--- config.mk ---
export PLATFORM = sky130hd
export DESIGN_NAME = manchester_cal_decoder
export DESIGN_NICKNAME = d
export VERILOG_FILES = /design/src/rtl/mcd_pkg.sv /design/src/rtl/mcd_sync.sv /design/src/rtl/mcd_interval.sv /design/src/rtl/mcd_calib.sv /design/src/rtl/mcd_bitrec.sv /design/src/rtl/manchester_cal_decoder.sv
export SDC_FILE = /design/constraint.sdc
export NUM_CORES = 1
export LEC_CHECK = 0
export BUFFER_PORTS_ARGS = -buffer_cell sky130_fd_sc_hd__buf_2
export CORE_MARGIN = 4
export CORE_UTILIZATION = 55
export CTS_CLUSTER_SIZE = 10
export DETAILED_ROUTE_END_ITERATION = 10
export GPL_TIMING_DRIVEN = 0
export PLACE_DENSITY = 0.82
export SLEW_MARGIN = 10
export SYNTH_ARGS = -nofsm -noshare
export SYNTH_HDL_FRONTEND = slang
export SYNTH_HIERARCHICAL = 1
export SYNTH_SLANG_ARGS = --single-unit
--- constraint.sdc ---
create_clock -name clk -period 2.5 [get_ports clk]
set_clock_uncertainty 0.1 [all_clocks]
set_input_delay 0.125 -clock clk [delete_from_list [all_inputs] [get_ports clk]]
set_output_delay 0.125 -clock clk [all_outputs]
set_load 0.01 [all_outputs]
--- src/rtl/mcd_pkg.sv ---
package mcd_pkg;
   // Default geometry of the calibrating decoder
   localparam int unsigned MCD_HIST_W_DEF = 11;
   localparam int unsigned MCD_WIN_DEF    = 1024;
   localparam int unsigned MCD_SYNC_DEF   = 2;

   // Position of the last accepted transition inside the bit cell
   typedef enum logic [1:0] {
      LOCK_NONE = 2'd0,   // no lock, waiting for a long interval
      LOCK_MID  = 2'd1,   // last transition was mid-bit
      LOCK_EDGE = 2'd2    // last transition was a bit boundary
   } lock_e;
endpackage

--- src/rtl/mcd_sync.sv ---
module mcd_sync #(
   parameter int unsigned STAGES = 2
) (
   input  logic clk,
   input  logic rst_n,
   input  logic line_in,
   output logic level,
   output logic edge_ev
);
   logic [STAGES-1:0] chain;
   logic              level_d;

   generate
      for (genvar k = 0; k < STAGES; k++) begin : g_stage
         if (k == 0) begin : g_first
            always_ff @(posedge clk or negedge rst_n) begin
               if (!rst_n) chain[k] <= 1'b0;
               else        chain[k] <= line_in;
            end
         end else begin : g_next
            always_ff @(posedge clk or negedge rst_n) begin
               if (!rst_n) chain[k] <= 1'b0;
               else        chain[k] <= chain[k-1];
            end
         end
      end
   endgenerate

   assign level = chain[STAGES-1];

   always_ff @(posedge clk or negedge rst_n) begin
      if (!rst_n) level_d <= 1'b0;
      else        level_d <= level;
   end

   assign edge_ev = level ^ level_d;
endmodule

--- src/rtl/mcd_interval.sv ---
module mcd_interval #(
   parameter int unsigned HIST_W = 11,
   localparam int unsigned LEN_W = $clog2(HIST_W + 2)
) (
   input  logic             clk,
   input  logic             rst_n,
   input  logic             edge_ev,
   output logic             iv_valid,
   output logic [LEN_W-1:0] iv_len
);
   localparam logic [LEN_W-1:0] SAT = LEN_W'(HIST_W + 1);

   logic [LEN_W-1:0] run_cnt;

   // Starts saturated, so the first interval after reset never sets a map bit
   always_ff @(posedge clk or negedge rst_n) begin
      if (!rst_n)          run_cnt <= SAT;
      else if (edge_ev)    run_cnt <= LEN_W'(1);
      else if (run_cnt != SAT) run_cnt <= run_cnt + LEN_W'(1);
   end

   assign iv_valid = edge_ev;
   assign iv_len   = run_cnt;


   len_bound_chk: assert property (@(posedge clk) disable iff (!rst_n)
      iv_valid |-> (iv_len != '0 && iv_len <= SAT));
endmodule

--- src/rtl/mcd_calib.sv ---
module mcd_calib #(
   parameter int unsigned HIST_W    = 11,
   parameter int unsigned WIN_TRANS = 1024,
   localparam int unsigned LEN_W = $clog2(HIST_W + 2),
   localparam int unsigned WIN_W = $clog2(WIN_TRANS)
) (
   input  logic              clk,
   input  logic              rst_n,
   input  logic              iv_valid,
   input  logic [LEN_W-1:0]  iv_len,
   input  logic              status_rd,
   output logic [HIST_W-1:0] map_out,
   output logic [LEN_W-1:0]  thr,
   output logic              cal_ok,
   output logic              fail_now,
   output logic              fail_seen
);
   logic [HIST_W-1:0] map_acc;
   logic [HIST_W-1:0] map_next;
   logic [WIN_W-1:0]  win_cnt;
   logic              win_end;
   logic              srch_ok;
   logic [LEN_W-1:0]  srch_thr;

   // Mark the bin of the incoming interval; saturated lengths mark nothing
   always_comb begin
      map_next = map_acc;
      for (int n = 1; n <= int'(HIST_W); n++) begin
         if (iv_len == LEN_W'(n)) map_next[n-1] = 1'b1;
      end
   end

   assign win_end = iv_valid && (win_cnt == WIN_W'(WIN_TRANS - 1));

   // Lowest clear bin that follows a set bin and has a set bin above it
   always_comb begin
      srch_ok  = 1'b0;
      srch_thr = '0;
      for (int i = 1; i < int'(HIST_W) - 1; i++) begin
         if (!srch_ok && map_next[i-1] && !map_next[i] &&
             ((map_next >> (i + 1)) != '0)) begin
            srch_ok  = 1'b1;
            srch_thr = LEN_W'(i + 1);
         end
      end
   end

   always_ff @(posedge clk or negedge rst_n) begin
      if (!rst_n) begin
         map_acc  <= '0;
         win_cnt  <= '0;
         map_out  <= '0;
         thr      <= '0;
         cal_ok   <= 1'b0;
         fail_now <= 1'b0;
      end else if (win_end) begin
         map_acc  <= '0;
         win_cnt  <= '0;
         map_out  <= map_next;
         fail_now <= !srch_ok;
         if (srch_ok) begin
            thr    <= srch_thr;
            cal_ok <= 1'b1;
         end
      end else if (iv_valid) begin
         map_acc <= map_next;
         win_cnt <= win_cnt + WIN_W'(1);
      end
   end

   always_ff @(posedge clk or negedge rst_n) begin
      if (!rst_n)                    fail_seen <= 1'b0;
      else if (win_end && !srch_ok)  fail_seen <= 1'b1;
      else if (status_rd)            fail_seen <= 1'b0;
   end


   map_hold_chk: assert property (@(posedge clk) disable iff (!rst_n)
      !win_end |=> $stable(map_out));

   thr_keep_chk: assert property (@(posedge clk) disable iff (!rst_n)
      (win_end && !srch_ok) |=> ($stable(thr) && fail_now));

   seen_clr_chk: assert property (@(posedge clk) disable iff (!rst_n)
      (status_rd && !(win_end && !srch_ok)) |=> !fail_seen);

   seen_set_chk: assert property (@(posedge clk) disable iff (!rst_n)
      $rose(fail_seen) |-> fail_now);

   thr_range_chk: assert property (@(posedge clk) disable iff (!rst_n)
      cal_ok |-> (thr >= LEN_W'(2) && thr <= LEN_W'(HIST_W - 1)));
endmodule

--- src/rtl/mcd_bitrec.sv ---
module mcd_bitrec
   import mcd_pkg::*;
#(
   parameter int unsigned HIST_W = 11,
   localparam int unsigned LEN_W = $clog2(HIST_W + 2)
) (
   input  logic             clk,
   input  logic             rst_n,
   input  logic             iv_valid,
   input  logic [LEN_W-1:0] iv_len,
   input  logic             level,
   input  logic [LEN_W-1:0] thr,
   input  logic             cal_ok,
   output logic             bit_out,
   output logic             bit_valid
);
   lock_e lock_st;
   logic  too_long;
   logic  is_long;

   assign too_long = iv_len > LEN_W'(HIST_W);
   assign is_long  = iv_len >= thr;

   always_ff @(posedge clk or negedge rst_n) begin
      if (!rst_n) begin
         lock_st   <= LOCK_NONE;
         bit_out   <= 1'b0;
         bit_valid <= 1'b0;
      end else begin
         bit_valid <= 1'b0;
         if (iv_valid) begin
            if (!cal_ok || too_long) begin
               lock_st <= LOCK_NONE;
            end else if (is_long) begin
               lock_st   <= LOCK_MID;
               bit_out   <= level;
               bit_valid <= 1'b1;
            end else begin
               case (lock_st)
                  LOCK_MID:  lock_st <= LOCK_EDGE;
                  LOCK_EDGE: begin
                     lock_st   <= LOCK_MID;
                     bit_out   <= level;
                     bit_valid <= 1'b1;
                  end
                  default:   lock_st <= LOCK_NONE;
               endcase
            end
         end
      end
   end


   valid_cal_chk: assert property (@(posedge clk) disable iff (!rst_n)
      bit_valid |-> cal_ok);

   valid_src_chk: assert property (@(posedge clk) disable iff (!rst_n)
      bit_valid |-> ($past(iv_valid) && bit_out == $past(level)));

   sat_drop_chk: assert property (@(posedge clk) disable iff (!rst_n)
      (iv_valid && too_long) |=> !bit_valid);
endmodule

--- src/rtl/manchester_cal_decoder.sv ---
module manchester_cal_decoder
   import mcd_pkg::*;
#(
   parameter int unsigned HIST_W      = MCD_HIST_W_DEF,
   parameter int unsigned WIN_TRANS   = MCD_WIN_DEF,
   parameter int unsigned SYNC_STAGES = MCD_SYNC_DEF
) (
   input  logic              clk,
   input  logic              rst_n,
   input  logic              line_in,
   input  logic              status_rd,
   output logic              bit_out,
   output logic              bit_valid,
   output logic [HIST_W-1:0] interval_map,
   output logic              cal_fail_now,
   output logic              cal_fail_seen
);
   localparam int unsigned LEN_W = $clog2(HIST_W + 2);

   generate
      if (HIST_W < 3) begin : g_bad_hist
         $error("HIST_W must be at least 3");
      end
      if (WIN_TRANS < 2) begin : g_bad_win
         $error("WIN_TRANS must be at least 2");
      end
      if (SYNC_STAGES < 2) begin : g_bad_sync
         $error("SYNC_STAGES must be at least 2");
      end
   endgenerate

   logic             level;
   logic             edge_ev;
   logic             iv_valid;
   logic [LEN_W-1:0] iv_len;
   logic [LEN_W-1:0] thr;
   logic             cal_ok;

   mcd_sync #(.STAGES(SYNC_STAGES)) u_sync (
      .clk     (clk),
      .rst_n   (rst_n),
      .line_in (line_in),
      .level   (level),
      .edge_ev (edge_ev)
   );

   mcd_interval #(.HIST_W(HIST_W)) u_interval (
      .clk      (clk),
      .rst_n    (rst_n),
      .edge_ev  (edge_ev),
      .iv_valid (iv_valid),
      .iv_len   (iv_len)
   );

   mcd_calib #(.HIST_W(HIST_W), .WIN_TRANS(WIN_TRANS)) u_calib (
      .clk       (clk),
      .rst_n     (rst_n),
      .iv_valid  (iv_valid),
      .iv_len    (iv_len),
      .status_rd (status_rd),
      .map_out   (interval_map),
      .thr       (thr),
      .cal_ok    (cal_ok),
      .fail_now  (cal_fail_now),
      .fail_seen (cal_fail_seen)
   );

   mcd_bitrec #(.HIST_W(HIST_W)) u_bitrec (
      .clk       (clk),
      .rst_n     (rst_n),
      .iv_valid  (iv_valid),
      .iv_len    (iv_len),
      .level     (level),
      .thr       (thr),
      .cal_ok    (cal_ok),
      .bit_out   (bit_out),
      .bit_valid (bit_valid)
   );
endmodule

### After elaboration in Yosys (flattened, before gate mapping)

Index checks and enable logic that the tools add are counted.

| word-level totals | value |
|---|---|
| bits of input ports | 4 |
| register bits | 50 |

| cells by class | value |
|---|---|
| reduce and logical (&&, ||, !) cells | 62 |
| equal/unequal tests | 15 |
| mux-type cells | 46 |
| bitwise gates (word level) | 2 |
| add/sub/neg operators | 2 |
| $lt $le $gt $ge | 2 |

Operators with widths:

| operator | number |
|---|---|
| 11-bit nonzero test | 8 |
| 4-bit 2-to-1 mux | 10 |
| 1-bit logical AND | 28 |
| 1-bit 2-to-1 mux | 28 |
| 11-bit 2-to-1 mux | 2 |
| 10-bit 2-to-1 mux | 2 |
| 1-bit zero test | 19 |
| 4-bit by 3-bit == test with 1-bit output (second input constant) | 4 |
| 4-bit == test (second input constant) | 4 |
| 10-bit by 1-bit adder with 10-bit output (second input constant) | 1 |
| 10-bit == test (second input constant) | 1 |
| 4-bit by 2-bit == test with 1-bit output (second input constant) | 2 |
| 2-bit nonzero test | 4 |
| 2-bit 2-to-1 mux | 3 |
| 4-bit by 1-bit adder with 4-bit output (second input constant) | 1 |
| 4-bit by 1-bit == test with 1-bit output (second input constant) | 1 |
| 4-bit greater-or-equal comparator | 1 |
| 4-bit greater-than comparator (second input constant) | 1 |
| 4-bit != test (second input constant) | 1 |
| 2-bit one-hot mux with 2 select lines | 1 |
| 3-bit AND reduction | 1 |
| 2-bit by 1-bit == test with 1-bit output (second input constant) | 1 |
| 2-bit == test (second input constant) | 1 |
| 2-bit AND reduction | 1 |
| other kinds (3) | 3 |

### Depth between registers and ports, before layout

| logic depth | value |
|---|---|
| depth in word-level cells | 49 |
| gate-level depth with buffers | 9 |
| mapped depth without buffers | 7 |

### Hierarchy

Netlist, hierarchy kept.

By module, submodules not included:

| module | cells an instance | instances | area an instance (µm²) |
|---|---|---|---|
| mcd_calib | 224 | 1 | 2055.7 |
| mcd_bitrec | 27 | 1 | 266.5 |
| mcd_interval | 23 | 1 | 251.5 |
| mcd_sync | 4 | 1 | 83.8 |

### Worst setup path before layout

OpenSTA, ideal clock, no wires.

| path | value |
|---|---|
| path kind | reg-to-reg |
| start point | register u_sync.chain[1] (netlist: u_sync/level) |
| end point | register u_calib.map_acc[0] |
| period minus slack after synthesis | 2307 ps |
| slack | 193 ps |
| stages on the path, launching flop included | 9 |
| buffers on the path | 4 |
| setup time | 132 ps |
| data arrival time | 2075 ps |
| data required time | 2268 ps |
| cells stage by stage | dfrtp_1 xor2_1 buf_4 clkbuf_1 nand3_1 nor2_1 buf_2 buf_1 nor2_1 |

| on the way | value |
|---|---|
| longest elaborated chain between the ends | 3 |
| elaborated cells between the ends (all ways) | 4 |

RTL lines:

| what | line | RTL |
|---|---|---|
| from (decl) | mcd_sync.sv:10 | `logic [STAGES-1:0] chain;` |
| from (signal, indexed assignment) | mcd_sync.sv:23 | `else chain[k] <= chain[k-1];` |
| 1-bit bitwise XOR * | mcd_sync.sv:36 | `assign edge_ev = level ^ level_d;` |
| named net edge_ev | manchester_cal_decoder.sv:33 | `logic edge_ev;` |
| 1-bit logical AND | mcd_calib.sv:33 | `assign win_end = iv_valid && (win_cnt == WIN_W'(WIN_TRANS - 1));` |
| 11-bit 2-to-1 mux / 2-bit nonzero test (equally long branches) | - |  |
| to (signal assigned) | mcd_calib.sv:66 | `map_acc <= map_next;` |
| to (decl) | mcd_calib.sv:18 | `logic [HIST_W-1:0] map_acc;` |

Mark *: on every way through the listed nets, which the timed path passes. The rest lies on a longest branch.
A chain may end at the register's enable or synchronous reset.

### Final worst setup path

| path | value |
|---|---|
| start point | register u_interval.run_cnt[1] (netlist: u_interval/iv_len[1]) |
| end point | register u_calib.cal_ok |

| on the way | value |
|---|---|
| longest elaborated chain between the ends | 47 |
| elaborated cells between the ends (all ways) | 83 |

RTL lines:

| what | line | RTL |
|---|---|---|
| from (decl) | mcd_interval.sv:13 | `logic [LEN_W-1:0] run_cnt;` |
| from (signal assigned) | mcd_interval.sv:19 | `else if (run_cnt != SAT) run_cnt <= run_cnt + LEN_W'(1);` |
| branches (longest 45 deep; another with 11-bit nonzero test) | - |  |
| 1-bit 2-to-1 mux * | mcd_calib.sv:40 | `if (!srch_ok && map_next[i-1] && !map_next[i] &&` |
| 2-bit AND reduction (no source line) * | - |  |
| to (signal assigned) | mcd_calib.sv:54 | `cal_ok <= 1'b0;` |
| to (signal assigned) | mcd_calib.sv:63 | `cal_ok <= 1'b1;` |
| to (decl) | mcd_calib.sv:14 | `output logic cal_ok,` |

Every way passes the cells marked *.

==> flow_metrics.py <==
metrics = {
    "synthesis": {
        "yosysSeqAreaShare_pct": 47.2,
        "synth.cell_area_um2": 2660,
        "synth_area_leaders": "dfrtp_1, a21oi_1, nor2_1, ha_1, a31oi_1",
        "syn-num-nets": 289,
        "synth_most_common_cell": "dfrtp_1",
        "synth_top_cell_area_share_pct": 45.2,
        "ys_ff_latch": 50,
        "yosys-top-cells-count": "dfrtp_1, nor2_1, a21oi_1, inv_1, nand2_1",
        "synthFlopType": "dfrtp_1",
        "yosys_warnings": 6,
        "synth_enable_flop_cells": 0,
        "netlist_instances": 278,
        "avgSynthCellArea_um2": 9.56,
        "synth-async-reset-ratio_pct": 100,
        "ys_types": 55,
        "synth_top_area_cell": "dfrtp_1",
    },
    "final_layout": {
        "final_cell_area_um2": 3130,
        "antenna_cells": 0,
        "drive_above_1_share_pct": 25.2,
        "area_delta_synth_final_pct": 17.7,
        "finish.utilization_pct": 66.6,
        "fin_cells": 372,
        "nets": 328,
    },
    "routing": {
        "wl_mm": 6.35,
        "drc_errors": 0,
        "first_pass_iters": 6,
        "wl_per_cell_um": 17.1,
        "vias": 2275,
        "ant_nets": 0,
        "vias_per_cell": 6.12,
        "first_iter_violations": 166,
    },
    "timing": {
        "grt_setup_unrepaired": "yes",
        "setup_slack_ns": -0.0511,
        "slew_viol_final": 0,
        "fin_setup_tns_ns": -0.0537,
        "relSlewSlack_pct": 27.1,
        "hold_viol": 0,
        "min_period_over_period_pct": 102,
        "tightestPinTransition_ns": 1.09,
        "finalCriticalPeriod_ns": 2.55,
        "setup_violations": 2,
        "max_freq_ghz": 0.392,
    },
    "pwr": {
        "ir_worst_vdd_uv": 589,
        "leakagePower_nw": 1.42,
        "power.density_nw_per_um2": 921,
    },
    "run_status": {
        "failed_checks": "negative setup slack",
        "status": "finished, violations left",
    },
    "flow_run": {
        "cap_violations": 0,
    },
    "critical_path": {
        "regToRegStartpoint": "u_interval/iv_len[1]",
        "cp.required_ns": 2.60,
        "worstPathArrival_ns": 2.65,
        "timing.rr.end": "u_calib/cal_ok",
        "critical_path.max_fanout": 10,
        "reg2reg_slack_ns": -0.05,
        "worstSetupPathType": "reg2reg",
        "crit_path_end_kind": "flop",
        "reg2reg_depth": 8,
        "cp-start-kind": "flop",
    },
    "global_route": {
        "grt_pass1_wl_mm": 10.0,
        "first_global_vias": 2090,
        "antenna_found_initial": 0,
        "track_usage_pct": 21.0,
        "overflow": 0,
        "grt_max_degree": 51,
    },
    "clock_network": {
        "cts_num_sinks": 50,
        "cts_made_buffers": 5,
        "root_buffer": "clkbuf_8",
        "cts_max_level": 2,
        "clk_latency_ns": 0.30,
        "cts_tree": "built",
        "cts_buffer_depth": 2,
        "clk_pin_slew_ns": 0.09,
    },
    "die": {
        "design.core.area_um2": 4690,
        "chipWidth_um": 77.5,
        "ios": 19,
        "rows": 25,
        "initial_core_util_pct": 56.6,
        "die_area_um2": 6010,
        "chipHeight_um": 77.5,
    },
    "worst_hold_path": {
        "hold_path_end": "u_calib/fail_seen",
        "hold_depth": 3,
        "hold_path_class": "in2reg",
        "hold_start": "status_rd",
    },
    "placed_design": {
        "gp_congestion": 0.871,
        "dp.cells": 350,
        "placed_area_um2": 2820,
        "io_buffers": 18,
        "dp_hpwl_mm": 4.04,
        "place_ws_ns": -0.547,
    },
}
-- where the power goes --
group	switching [mW]	internal, mW	leakage [nW]	total, mW
logic	0.721	0.526	0.728	1.25
clock network	0.272	0.254	0.0544	0.526
registers	0.165	0.942	0.640	1.11
total	1.16	1.72	1.42	2.88
-- through the flow --
stage / hold slack, ns / power [mW]
after CTS: 0.00296 / 2.71
after global placement: 0.133 / 2.12
after floorplan: -0.271 / 1.92
after global routing: 0.0133 / 3.06
final: 0.00341 / 2.88
after detailed placement: 0.135 / 2.16
-- per-layer routing --
metal  up-vias  GRT usage, %  routed length (µm)
li1       1065             -                   -
met5         -             0                   0
met3        13          3.83                 339
met4         0          6.58                 144
met1      1097          27.8                2700
met2       100          35.1                3170
-- repair_timing --
| action | 4_1_cts | 5_1_grt |
|---|---|---|
| endpoints found under the hold margin | 49 | 0 |
| gates resized for setup | 7 | 16 |
| pin swaps | 1 | 7 |
| endpoints found under the setup margin | 34 | 6 |
| buffers inserted | 4 | 10 |
| hold buffers | 2 | 0 |
-- critical path, stage by stage, from the launching register on --
cell,delay [ns]
dfrtp_2,0.47
buf_6,0.17
xor2_1,0.20
a211oi_4,0.39
nand4_4,0.18
o21ai_4,0.21
o211ai_2,0.13
o31a_1,0.36
or2_1,0.23
-- logic make-up (layout without fill, tap and decap cells) --
logic type                 after synthesis  in the layout  synth area share, %
AOI/OAI and AO/OA                       84             84                 21.1
muxes                                    6              6                 2.54
buffers and inverters                   30             70                 4.71
xor gates and xnor gates                 9              9                 2.97
adders and majority gates                7              7                 3.30
and+or+nand+nor                         92             92                 18.2
DFF                                     50             50                 47.2
-- registers in the layout, indices dropped and copies added (netlist names) --
register            cells
u_calib/cal_ok          1
u_bitrec/bit_out        1
u_calib/fail_seen       1
u_bitrec/bit_valid      1
u_calib/win_cnt        10
u_bitrec/lock_st        2
u_calib/map_out        11
u_calib/map_acc        11
u_interval/iv_len       4
u_calib/thr             4
u_sync/level            1
u_sync/level_d          1
u_calib/fail_now        1
u_sync/chain            1
-- how the worst max path moves through the flow --
| stage | startpoint | to | slack [ns] | cells after the start |
|---|---|---|---|---|
| 2_1_floorplan | u_sync/level | u_calib/map_acc[0] | 0.19 | 8 |
| 3_3_place_gp | u_sync/level | u_calib/map_acc[0] | -0.50 | 8 |
| 3_5_place_dp | u_sync/level | u_calib/map_acc[7] | -0.55 | 8 |
| 4_1_cts | u_interval/iv_len[1] | u_calib/cal_ok | 0.01 | 8 |
| 5_1_grt | u_interval/iv_len[1] | u_calib/cal_ok | -0.15 | 8 |
| 6_report | u_interval/iv_len[1] | u_calib/cal_ok | -0.05 | 8 |
-- final cells by class --
class / count / area [µm²]
fillers: 350 / 1570
inverters: 15 / 56.3
well taps: 54 / 67.6
plain buffers: 13 / 76.3
repair buffers: 34 / 215
multi-input cells: 198 / 1350
clock inverters: 1 / 8.76
flip-flops and latches: 50 / 1260
clock buffers: 7 / 96.3
-- placed cells by master (no fill, tap or decap), types with 3 or more instances in the layout --
cell type / synthesis / final
dfrtp_1: 48 / 45
nor2_1: 40 / 38
nand2b_1: 3 / 3
buf_4: 2 / 15
nand2_1: 12 / 12
a31oi_1: 11 / 10
mux2i_1: 3 / 3
clkbuf_1: 8 / 5
xor2_1: 5 / 4
nor3_1: 3 / 3
dfrtp_2: 0 / 3
nor2b_1: 5 / 4
o21ai_0: 4 / 4
inv_1: 15 / 15
a21oi_1: 35 / 32
clkbuf_8: 0 / 7
buf_2: 4 / 21
o22a_1: 4 / 4
o22ai_1: 4 / 4
ha_1: 7 / 7
a21oi_2: 1 / 4
xnor2_1: 4 / 4
and3_1: 5 / 5
o21ai_1: 3 / 3
nand4_1: 5 / 5
nand3_1: 6 / 6
Note: power is estimated with default switching activity, not from simulation.
